## src/rtl/sgdma_pkg.sv

```systemverilog
package sgdma_pkg;
  typedef enum logic [2:0] {
    S_IDLE, S_DADDR, S_DCNT, S_MRD, S_PUSH, S_PULL, S_MWR
  } seq_st_e;

  localparam logic [2:0] OFF_CMD = 3'd0;
  localparam logic [2:0] OFF_STS = 3'd2;
  localparam logic [2:0] OFF_PTR = 3'd4;

  localparam int CMD_GO    = 0;
  localparam int CMD_TOMEM = 3;
  localparam int STS_ACT   = 0;
  localparam int STS_ERR   = 1;
  localparam int STS_INT   = 2;

  localparam int CNT_W     = 16;
  localparam int LAST_BIT  = 31;
  localparam int WORD_B    = 4;
endpackage

```

## src/rtl/sgdma_regs.sv

```systemverilog
module sgdma_regs
  import sgdma_pkg::*;
#(
  parameter int ADDR_W = 32
) (
  input  logic              clk,
  input  logic              rst_n,
  input  logic              reg_wr,
  input  logic [2:0]        reg_addr,
  input  logic [31:0]       reg_wdata,
  output logic [31:0]       reg_rdata,
  input  logic              busy,
  input  logic              hw_err,
  input  logic              hw_int,
  input  logic              dev_irq,
  output logic              go,
  output logic              to_mem,
  output logic [ADDR_W-1:0] tbl_ptr,
  output logic              launch,
  output logic              irq
);
  localparam int PTR_W = ADDR_W - 2;

  logic             go_q, go_d, tomem_q, tomem_d, err_q, err_d, int_q, int_d;
  logic [2:0]       sw_q, sw_d;
  logic [PTR_W-1:0] ptr_q, ptr_d;
  logic             wr_cmd, wr_sts, wr_ptr;

  always_comb begin
    wr_cmd  = reg_wr && (reg_addr == OFF_CMD);
    wr_sts  = reg_wr && (reg_addr == OFF_STS);
    wr_ptr  = reg_wr && (reg_addr == OFF_PTR);
    go_d    = go_q;
    tomem_d = tomem_q;
    sw_d    = sw_q;
    ptr_d   = ptr_q;
    if (wr_cmd) begin
      go_d    = reg_wdata[CMD_GO];
      tomem_d = reg_wdata[CMD_TOMEM];
    end
    if (wr_sts) sw_d = reg_wdata[7:5];
    if (wr_ptr) ptr_d = reg_wdata[ADDR_W-1:2];
    // hardware set outranks a same-cycle write-one-to-clear
    err_d = hw_err | (err_q & ~(wr_sts & reg_wdata[STS_ERR]));
    int_d = hw_int | dev_irq | (int_q & ~(wr_sts & reg_wdata[STS_INT]));
  end

  always_ff @(posedge clk or negedge rst_n) begin
    if (!rst_n) begin
      go_q    <= 1'b0;
      tomem_q <= 1'b0;
      err_q   <= 1'b0;
      int_q   <= 1'b0;
      sw_q    <= '0;
      ptr_q   <= '0;
    end else begin
      go_q    <= go_d;
      tomem_q <= tomem_d;
      err_q   <= err_d;
      int_q   <= int_d;
      sw_q    <= sw_d;
      ptr_q   <= ptr_d;
    end
  end

  always_comb begin
    reg_rdata = '0;
    case (reg_addr)
      OFF_CMD: begin
        reg_rdata[CMD_GO]    = go_q;
        reg_rdata[CMD_TOMEM] = tomem_q;
      end
      OFF_STS: reg_rdata[7:0] = {sw_q, 2'b00, int_q, err_q, busy};
      OFF_PTR: reg_rdata[ADDR_W-1:0] = {ptr_q, 2'b00};
      default: reg_rdata = '0;
    endcase
  end

  assign launch  = wr_cmd & reg_wdata[CMD_GO] & ~go_q;
  assign go      = go_q;
  assign to_mem  = tomem_q;
  assign tbl_ptr = {ptr_q, 2'b00};
  assign irq     = err_q | int_q;
endmodule

```

## src/rtl/sgdma_seq.sv

```systemverilog
module sgdma_seq
  import sgdma_pkg::*;
#(
  parameter int ADDR_W = 32
) (
  input  logic              clk,
  input  logic              rst_n,
  input  logic              launch,
  input  logic              go,
  input  logic              to_mem,
  input  logic [ADDR_W-1:0] tbl_ptr,
  output logic              mem_req,
  output logic              mem_we,
  output logic [ADDR_W-1:0] mem_addr,
  output logic [31:0]       mem_wdata,
  input  logic              mem_ack,
  input  logic              mem_err,
  input  logic [31:0]       mem_rdata,
  output logic              dev_out_valid,
  input  logic              dev_out_ready,
  output logic [31:0]       dev_out_data,
  input  logic              dev_in_valid,
  output logic              dev_in_ready,
  input  logic [31:0]       dev_in_data,
  output logic              busy,
  output logic              err_evt,
  output logic              end_int_evt
);
  localparam int                REM_W = CNT_W + 1;
  localparam logic [REM_W-1:0]  FULL  = {1'b1, {CNT_W{1'b0}}};
  localparam logic [REM_W-1:0]  STEPR = REM_W'(WORD_B);
  localparam logic [ADDR_W-1:0] STEPA = ADDR_W'(WORD_B);
  localparam logic [ADDR_W-1:0] DSTEP = ADDR_W'(2 * WORD_B);

  seq_st_e           st_q, st_d;
  logic [ADDR_W-1:0] desc_q, desc_d, buf_q, buf_d;
  logic [REM_W-1:0]  rem_q, rem_d, step, rem_after;
  logic              last_q, last_d, dir_q, dir_d, pend_q, pend_d, abort_q, abort_d;
  logic [31:0]       word_q, word_d;
  logic              stop_now, advance;

  assign stop_now  = abort_q | ~go;
  assign step      = (rem_q > STEPR) ? STEPR : rem_q;
  assign rem_after = rem_q - step;

  assign busy          = (st_q != S_IDLE);
  assign mem_req       = (st_q == S_DADDR) || (st_q == S_DCNT) ||
                         (st_q == S_MRD)   || (st_q == S_MWR);
  assign mem_we        = (st_q == S_MWR);
  assign mem_wdata     = word_q;
  assign dev_out_valid = (st_q == S_PUSH);
  assign dev_out_data  = word_q;
  assign dev_in_ready  = (st_q == S_PULL);

  always_comb begin
    case (st_q)
      S_DADDR: mem_addr = desc_q;
      S_DCNT:  mem_addr = desc_q + STEPA;
      default: mem_addr = buf_q;
    endcase
  end

  always_comb begin
    st_d        = st_q;
    desc_d      = desc_q;
    buf_d       = buf_q;
    rem_d       = rem_q;
    last_d      = last_q;
    dir_d       = dir_q;
    word_d      = word_q;
    pend_d      = launch | (pend_q & go);
    abort_d     = (st_q != S_IDLE) & (abort_q | ~go);
    err_evt     = 1'b0;
    end_int_evt = 1'b0;
    advance     = 1'b0;
    case (st_q)
      S_IDLE: if (pend_q && go) begin
        st_d   = S_DADDR;
        desc_d = tbl_ptr;
        dir_d  = to_mem;
        pend_d = 1'b0;
      end
      S_DADDR: if (mem_ack) begin
        if (mem_err) begin err_evt = 1'b1; st_d = S_IDLE; end
        else if (stop_now) st_d = S_IDLE;
        else begin
          buf_d = {mem_rdata[ADDR_W-1:2], 2'b00};
          st_d  = S_DCNT;
        end
      end
      S_DCNT: if (mem_ack) begin
        if (mem_err) begin err_evt = 1'b1; st_d = S_IDLE; end
        else if (stop_now) st_d = S_IDLE;
        else begin
          rem_d  = (mem_rdata[CNT_W-1:0] == '0) ? FULL : {1'b0, mem_rdata[CNT_W-1:0]};
          last_d = mem_rdata[LAST_BIT];
          desc_d = desc_q + DSTEP;
          st_d   = dir_q ? S_PULL : S_MRD;
        end
      end
      S_MRD: if (mem_ack) begin
        if (mem_err) begin err_evt = 1'b1; st_d = S_IDLE; end
        else begin
          word_d = mem_rdata;
          st_d   = stop_now ? S_IDLE : S_PUSH;
        end
      end
      S_PUSH: begin
        if (stop_now) st_d = S_IDLE;
        else if (dev_out_ready) advance = 1'b1;
      end
      S_PULL: begin
        if (stop_now) st_d = S_IDLE;
        else if (dev_in_valid) begin
          word_d = dev_in_data;
          st_d   = S_MWR;
        end
      end
      S_MWR: if (mem_ack) begin
        if (mem_err) begin err_evt = 1'b1; st_d = S_IDLE; end
        else if (stop_now) st_d = S_IDLE;
        else advance = 1'b1;
      end
      default: st_d = S_IDLE;
    endcase
    if (advance) begin
      buf_d = buf_q + STEPA;
      rem_d = rem_after;
      if (rem_after == '0) begin
        if (last_q) begin
          st_d        = S_IDLE;
          end_int_evt = dir_q & dev_in_valid;
        end else begin
          st_d = S_DADDR;
        end
      end else begin
        st_d = dir_q ? S_PULL : S_MRD;
      end
    end
  end

  always_ff @(posedge clk or negedge rst_n) begin
    if (!rst_n) begin
      st_q    <= S_IDLE;
      desc_q  <= '0;
      buf_q   <= '0;
      rem_q   <= '0;
      last_q  <= 1'b0;
      dir_q   <= 1'b0;
      word_q  <= '0;
      pend_q  <= 1'b0;
      abort_q <= 1'b0;
    end else begin
      st_q    <= st_d;
      desc_q  <= desc_d;
      buf_q   <= buf_d;
      rem_q   <= rem_d;
      last_q  <= last_d;
      dir_q   <= dir_d;
      word_q  <= word_d;
      pend_q  <= pend_d;
      abort_q <= abort_d;
    end
  end
endmodule

```

## src/rtl/sgdma_engine.sv

```systemverilog
module sgdma_engine
  import sgdma_pkg::*;
#(
  parameter int ADDR_W      = 32,
  parameter int SYNC_STAGES = 2
) (
  input  logic              clk,
  input  logic              rst_n,
  input  logic              reg_wr,
  input  logic [2:0]        reg_addr,
  input  logic [31:0]       reg_wdata,
  output logic [31:0]       reg_rdata,
  output logic              mem_req,
  output logic              mem_we,
  output logic [ADDR_W-1:0] mem_addr,
  output logic [31:0]       mem_wdata,
  input  logic              mem_ack,
  input  logic              mem_err,
  input  logic [31:0]       mem_rdata,
  output logic              dev_out_valid,
  input  logic              dev_out_ready,
  output logic [31:0]       dev_out_data,
  input  logic              dev_in_valid,
  output logic              dev_in_ready,
  input  logic [31:0]       dev_in_data,
  input  logic              dev_irq,
  output logic              irq
);
  logic [SYNC_STAGES-1:0] rst_sync_q;
  logic                   rst_sync_n;
  logic                   go, to_mem, launch, busy, err_evt, end_int_evt;
  logic [ADDR_W-1:0]      tbl_ptr;

  always_ff @(posedge clk or negedge rst_n) begin
    if (!rst_n) rst_sync_q <= '0;
    else        rst_sync_q <= {rst_sync_q[SYNC_STAGES-2:0], 1'b1};
  end
  assign rst_sync_n = rst_sync_q[SYNC_STAGES-1];

  sgdma_regs #(.ADDR_W(ADDR_W)) u_regs (
    .clk(clk), .rst_n(rst_sync_n), .reg_wr(reg_wr), .reg_addr(reg_addr),
    .reg_wdata(reg_wdata), .reg_rdata(reg_rdata), .busy(busy),
    .hw_err(err_evt), .hw_int(end_int_evt), .dev_irq(dev_irq),
    .go(go), .to_mem(to_mem), .tbl_ptr(tbl_ptr), .launch(launch), .irq(irq)
  );

  sgdma_seq #(.ADDR_W(ADDR_W)) u_seq (
    .clk(clk), .rst_n(rst_sync_n), .launch(launch), .go(go), .to_mem(to_mem),
    .tbl_ptr(tbl_ptr), .mem_req(mem_req), .mem_we(mem_we), .mem_addr(mem_addr),
    .mem_wdata(mem_wdata), .mem_ack(mem_ack), .mem_err(mem_err),
    .mem_rdata(mem_rdata), .dev_out_valid(dev_out_valid),
    .dev_out_ready(dev_out_ready), .dev_out_data(dev_out_data),
    .dev_in_valid(dev_in_valid), .dev_in_ready(dev_in_ready),
    .dev_in_data(dev_in_data), .busy(busy), .err_evt(err_evt),
    .end_int_evt(end_int_evt)
  );
endmodule

```

## config.mk

```make
export PLATFORM = sky130hd
export DESIGN_NAME = sgdma_engine
export DESIGN_NICKNAME = d
export VERILOG_FILES = /design/src/rtl/sgdma_pkg.sv /design/src/rtl/sgdma_regs.sv /design/src/rtl/sgdma_seq.sv /design/src/rtl/sgdma_engine.sv
export SDC_FILE = /design/constraint.sdc
export NUM_CORES = 1
export LEC_CHECK = 0
export BUFFER_PORTS_ARGS = -buffer_cell sky130_fd_sc_hd__buf_4
export CAP_MARGIN = 20
export CELL_PAD_IN_SITES_DETAIL_PLACEMENT = 2
export CELL_PAD_IN_SITES_GLOBAL_PLACEMENT = 2
export CORE_MARGIN = 10
export CORE_UTILIZATION = 35
export CTS_BUF_LIST = sky130_fd_sc_hd__clkbuf_2 sky130_fd_sc_hd__clkbuf_4 sky130_fd_sc_hd__clkbuf_8
export CTS_CLUSTER_DIAMETER = 80
export DETAILED_ROUTE_END_ITERATION = 8
export PLACE_DENSITY = 0.85
export SLEW_MARGIN = 25
export SYNTH_ARGS = -nofsm -noshare
export SYNTH_HDL_FRONTEND = slang
export SYNTH_SLANG_ARGS = --single-unit
```

## constraint.sdc

```tcl
create_clock -name clk -period 10.1 [get_ports clk]
set_clock_uncertainty 0.2 [all_clocks]
set_input_delay 2.02 -clock clk [delete_from_list [all_inputs] [get_ports clk]]
set_output_delay 2.02 -clock clk [all_outputs]
set_load 0.02 [all_outputs]
```

==> results_dict.tcl, run 1 <==
set metrics [dict create \
    ir_drop_uv 136.8 \
    grt.overflow.total 0 \
    rsz0062_at_grt "false" \
    core_area_um2 27630 \
    cts_tree "yes" \
    layout-drive-gt1-share 0.2686 \
    path_class "register to output pin" \
    fmax_ghz 0.1794 \
    ys.warnings.count 0 \
    ys_ff_latch 155 \
    async_flop_share 1.000 \
    synth_top_area_frac 0.3972 \
    status "completed" \
    fp.dieW_um 187.0 \
    path_max_fanout 72 \
    wl_per_cell_um 23.35 \
    yosys-top-cells-area "dfrtp_1 40%, nand2_1 5.5%, o21ai_0 5.1%" \
    path_clk_slew_ns 0.10 \
    worst_pin_slew_ns 1.065 \
    max-slew-margin-rel 0.2875 \
    drc 0 \
    grt_pass1_wl_mm 62.81 \
    fp.dieH_um 187.0 \
    first_global_vias 10570 \
    synth_seq_area_share 0.3972 \
    fillCellCount 3119 \
    period_share 0.5520 \
    min_from "rst_sync_q[0]$_DFF_PN0_" \
    num_io_pins 240 \
    endpoint_kind "output pin" \
    synth-edff-count 0 \
    required_ns 7.88 \
    ant_nets 0 \
    gp_congestion 0.8765 \
    synth_top_area_cell "dfrtp_1" \
    layout.nets 1412 \
    ctsResizeCount 0 \
    ys_types 84 \
    clk_path_buf_depth 2 \
    grt_usage 0.2213 \
    drtIter0Drc 587 \
    ys.flop_type "dfrtp_1" \
    reg2reg_from "u_seq.st_q[1]$_DFFE_PN0P_" \
    fin_area_um2 11980 \
    dieArea_um2 34980 \
    antenna_found_initial 0 \
    grt_max_degree 73 \
    vias_per_cell 5.771 \
    powerDensity_nw_per_um2 257.7 \
    synthesis.area_um2 9764 \
    leakagePower_nw 5.394 \
    io_buffers 237 \
    vias 9765 \
    root_buffer "clkbuf_8" \
    area_delta_synth_final_pct 22.66 \
    syn_inst 1143 \
    fin_util 0.4335 \
    cts-htree-levels 4 \
    fin_setup_tns_ns 0 \
    cap_violations 0 \
    start_kind "register" \
    cts_buffers 17 \
    layout_min_cycle_time_ns 5.575 \
    crit_start "u_seq.st_q[1]$_DFFE_PN0P_" \
    cts_setup_buffers 0 \
    drv_slew 0 \
    hold_path_class "register to register" \
    initial_core_util 0.3534 \
    setup_viol 0 \
    dp_hpwl_mm 29.16 \
    cts_sinks 155 \
    clk-insertion-delay-late_ns 0.46 \
    diodes 0 \
    syn_area_per_cell_um2 8.543 \
    hold_viol_final 0 \
    placed_area_um2 11580 \
    dr.pass1.iters 5 \
    fp-row-count 61 \
    hold_buffers 0 \
    critical_path_arrival_ns 3.35 \
    finalWirelength_mm 39.50 \
]
routing by layer:
| layer | vias to the layer above | wire length, um | share of wire | GRT usage |
|---|---|---|---|---|
| met2 | 300 | 18830 | 0.48 | 0.3612 |
| met3 | 24 | 1968 | 0.050 | 0.04437 |
| li1 | 4449 | - | - | - |
| met5 | - | 0 | 0 | 0 |
| met4 | 0 | 484 | 0.012 | 0.04498 |
| met1 | 4992 | 18210 | 0.46 | 0.2971 |
cells in the mapped netlist (all sizes together) (6+ instances only):
| library cell | count |
|---|---|
| nand4 | 16 |
| dfrtp | 155 |
| mux2 | 36 |
| and4 | 7 |
| o21ai | 109 |
| a311oi | 7 |
| and3 | 22 |
| buf | 55 |
| a2bb2oi | 7 |
| nand3 | 29 |
| a221o | 12 |
| nor3 | 25 |
| inv | 13 |
| o311ai | 16 |
| nor2 | 107 |
| and2 | 37 |
| nand2b | 9 |
| nor3b | 6 |
| mux2i | 34 |
| nor4 | 16 |
| a21oi | 79 |
| clkbuf | 60 |
| a31oi | 14 |
| a211oi | 20 |
| a22oi | 11 |
| o22ai | 16 |
| nand2 | 145 |
path summary, 6_finish.rpt:
kind	to	slack [ns]	cells past startpoint
max in group asynchronous	u_seq.dev_out_data[14]$_DFFE_PN0P_	8.05	1
min reg2reg	rst_sync_q[1]$_DFF_PN0_	0.16	0
min	rst_sync_q[1]$_DFF_PN0_	0.16	0
max reg2reg	u_seq.rem_q[4]$_DFFE_PN0P_	6.62	7
min in group asynchronous	u_regs.sw_q[2]$_DFFE_PN0P_	0.21	0
max	mem_addr[7]	4.53	5
metrics by stage:
step | hold WS (ns) | instances | total power, mW | worst slack (ns)
3_3_place_gp | 0.1401 | 1660 | 2.529 | 4.988
2_1_floorplan | 0.1312 | 1145 | 2.003 | 4.474
3_5_place_dp | 0.1363 | 1660 | 2.611 | 4.928
6_report | 0.1636 | 1692 | 3.086 | 4.525
4_1_cts | 0.1709 | 1692 | 3.112 | 4.527
5_1_grt | 0.1830 | 1692 | 3.291 | 4.276
cells in the final DEF, fill, tap and decap left out, types with 24 or more instances in the layout:
cell,instances
a21oi_1,78
nand3_1,29
buf_4,252
mux2_2,36
nand2_1,143
mux2i_1,34
and2_1,37
dfrtp_1,154
o21ai_0,100
nor3_1,24
nor2_1,103
kinds of logic after synthesis:
kind of cell | share of synthesized area
AND/OR/NAND/NOR | 0.2274
AO/OA/AOI/OAI | 0.2251
flip-flops | 0.3972
buffers and inverters | 0.06522
multiplexers | 0.07637
adder cells (fa/ha/maj) | 0.005126
XOR/XNOR | 0.002691
other | 0.0007691
area by class of cell:
class / count / area (um2) / area share
Tap cell: 378 / 473.0 / 0.03949
Multi-Input combinational cell: 862 / 5291 / 0.4418
Timing Repair Buffer: 252 / 1892 / 0.1580
Sequential cell: 155 / 3882 / 0.3242
Clock inverter: 13 / 133.9 / 0.01118
Clock buffer: 19 / 255.2 / 0.02131
Inverter: 13 / 48.80 / 0.004074
worst max-delay path, cell delays in order (launching register included):
cell and delay, ns:
dfrtp_1 0.64, nor3b_2 0.25, buf_4 0.61, nand2_1 0.51
o311ai_0 0.64, buf_4 0.24
report_power, final:
group	switching [mW]	total, mW	internal, mW
Combinational	0.782	1.35	0.566
Clock	0.276	0.488	0.212
Sequential	0.389	1.25	0.861
Total	1.45	3.09	1.64
flip-flops by register name (all words and copies together), names as in the netlist:
name	cells
rst_sync_q	2
u_regs.err_q	1
u_regs.go	1
u_regs.int_q	1
u_regs.ptr_q	30
u_regs.sw_q	3
u_regs.to_mem	1
u_seq.abort_q	1
u_seq.buf_q	30
u_seq.desc_q	30
u_seq.dev_out_data	32
u_seq.dir_q	1
u_seq.last_q	1
u_seq.pend_q	1
u_seq.rem_q	17
u_seq.st_q	3
(Power assumes the default switching activity.)
==> inputs of run 2 (changes only) <==
--- a/config.mk
+++ b/config.mk
@@ -10,11 +10,11 @@
 export CELL_PAD_IN_SITES_DETAIL_PLACEMENT = 2
 export CELL_PAD_IN_SITES_GLOBAL_PLACEMENT = 2
 export CORE_MARGIN = 10
-export CORE_UTILIZATION = 35
+export CORE_UTILIZATION = 33
 export CTS_BUF_LIST = sky130_fd_sc_hd__clkbuf_2 sky130_fd_sc_hd__clkbuf_4 sky130_fd_sc_hd__clkbuf_8
 export CTS_CLUSTER_DIAMETER = 80
 export DETAILED_ROUTE_END_ITERATION = 8
-export PLACE_DENSITY = 0.85
+export PLACE_DENSITY = 0.81
 export SLEW_MARGIN = 25
 export SYNTH_ARGS = -nofsm -noshare
 export SYNTH_HDL_FRONTEND = slang
==> constraint.sdc (replaced) <==
create_clock -name clk -period 5.8 [get_ports clk]
set_clock_uncertainty 0.2 [all_clocks]
set_input_delay 1.16 -clock clk [delete_from_list [all_inputs] [get_ports clk]]
set_output_delay 1.16 -clock clk [all_outputs]
set_load 0.02 [all_outputs]
==> results_dict.tcl, run 2 (synthesis results as in run 1) <==
set metrics [dict create \
    status "completed" \
    ir_drop_uv 178.2 \
    period_share 0.8233 \
    drc 0 \
    hold_viol_final 0 \
    ant_nets 0 \
    layout_min_cycle_time_ns 4.775 \
    multi_input_area_um2 5291 \
    path_clk_slew_ns 0.10 \
    path_class "register to output pin" \
    ff_latch_area_um2 3882 \
    largest_register_ffs 32 \
    dieArea_um2 36870 \
    required_ns 4.44 \
    swShare 0.4567 \
    cts_tree "yes" \
    p_sw_mw 2.480 \
    hold_buffers 0 \
    fp.dieH_um 192.0 \
    diodes 0 \
    fin_util 0.4165 \
    fmax_ghz 0.2094 \
    pwr-share-seq 0.399 \
    vias_per_cell 5.701 \
    clockPowerShare 0.173 \
    antenna_found_initial 0 \
    p_int_mw 2.950 \
    fp.dieW_um 192.0 \
    drv_slew 0 \
    clk-insertion-delay-late_ns 0.48 \
    vias 9697 \
    cts_setup_buffers 0 \
    fillCellCount 3241 \
    core_area_um2 28940 \
    cts_buffers 17 \
    worst_pin_slew_ns 1.000 \
    most-common-layout-cells "255 x buf_4, 154 x dfrtp_1, 143 x nand2_1, 103 x nor2_1, 100 x o21ai_0" \
    place_ws_ns 1.582 \
    cap_violations 0 \
    setup_viol 0 \
    dp_hpwl_mm 29.80 \
    clk_path_buf_depth 2 \
    first_global_vias 10440 \
    critical_path_arrival_ns 3.42 \
    endpoint_kind "output pin" \
    dr.pass1.iters 4 \
    layout.nets 1415 \
    grt.overflow.total 0 \
    drtIter0Drc 754 \
    path_max_fanout 72 \
    gp_congestion 0.8730 \
    grt_max_degree 73 \
    io_buffers 237 \
    cts_sinks 155 \
    leakagePower_nw 5.423 \
    cts-htree-levels 4 \
    rsz0062_at_grt "false" \
    layout-drive-gt1-share 0.2703 \
    powerDensity_nw_per_um2 450.6 \
    grt_pass1_wl_mm 62.15 \
    hold_path_class "register to asynchronous set/reset pin" \
    setup_ws_ns 1.025 \
    start_kind "register" \
    grt_usage 0.2127 \
    fp-row-count 62 \
    finalWirelength_mm 40.27 \
    max-slew-margin-rel 0.3333 \
    num_io_pins 240 \
    initial_core_util 0.3375 \
    wl_per_cell_um 23.67 \
    area_delta_synth_final_pct 23.41 \
    ctsResizeCount 0 \
    mostFrequentLayoutCell "buf_4" \
    root_buffer "clkbuf_8" \
    pwr-share-comb 0.428 \
    fin_setup_tns_ns 0 \
]
==> run 2: final timing paths <==
| kind | start | end | slack [ns] | cells past startpoint |
|---|---|---|---|---|
| max | u_seq.st_q[1]$_DFFE_PN0P_ | mem_addr[31] | 1.02 | 5 |
| min | rst_sync_q[1]$_DFF_PN0_ | u_regs.to_mem$_DFFE_PN0P_ | 0.14 | 0 |
| max reg2reg | u_seq.st_q[1]$_DFFE_PN0P_ | u_seq.desc_q[7]$_DFFE_PN0P_ | 2.32 | 8 |
| min reg2reg | rst_sync_q[1]$_DFF_PN0_ | u_regs.to_mem$_DFFE_PN0P_ | 0.14 | 0 |
| max in group asynchronous | rst_sync_q[1]$_DFF_PN0_ | u_seq.rem_q[8]$_DFFE_PN0P_ | 3.90 | 1 |
| min in group clk | rst_sync_q[0]$_DFF_PN0_ | rst_sync_q[1]$_DFF_PN0_ | 0.16 | 0 |
==> run 2: power groups by stage <==
| stage | sequential [mW] | clock, mW | combinational, mW |
|---|---|---|---|
| final | 2.17 | 0.938 | 2.32 |
| after global routing | 2.25 | 1.00 | 2.53 |
| after CTS | 2.15 | 0.957 | 2.36 |
| after global placement | 2.13 | 0 | 2.27 |
| after floorplan | 2.01 | 0 | 1.48 |
| after detailed placement | 2.17 | 0 | 2.35 |
==> run 2: final cells by class <==
cell class              instances  share of cell area
clock buffers                  21             0.02295
well taps                     384             0.03987
multi-input cells             862              0.4391
clock inverters                11             0.01298
repair buffers                255              0.1589
flip-flops and latches        155              0.3222
inverters                      13            0.004049
==> run 2: worst max-delay path, stage by stage (launching register included) <==
cell      delay (ns)
dfrtp_1         0.62
nor3b_2         0.24
buf_4           0.61
nand2_1         0.56
o311ai_1        0.66
buf_4           0.24
==> run 2: layer usage <==
| metal | vias to the layer above | GRT usage | routed length, um |
|---|---|---|---|
| li1 | 4456 | - | - |
| met4 | 0 | 0.03965 | 432 |
| met3 | 24 | 0.04570 | 2335 |
| met5 | - | 0 | 0 |
| met2 | 245 | 0.3571 | 19480 |
| met1 | 4972 | 0.2771 | 18020 |
==> run 2: through the flow <==
| stage | cells | instance area [um2] | power (mW) | hold WS, ns |
|---|---|---|---|---|
| floorplan | 1145 | 9772 | 3.489 | 0.1312 |
| global placement | 1669 | 11610 | 4.407 | 0.1342 |
| detailed placement | 1669 | 11610 | 4.517 | 0.1379 |
| CTS | 1701 | 12050 | 5.474 | 0.1617 |
| global route | 1701 | 12050 | 5.785 | 0.1811 |
| finish | 1701 | 12050 | 5.430 | 0.1381 |
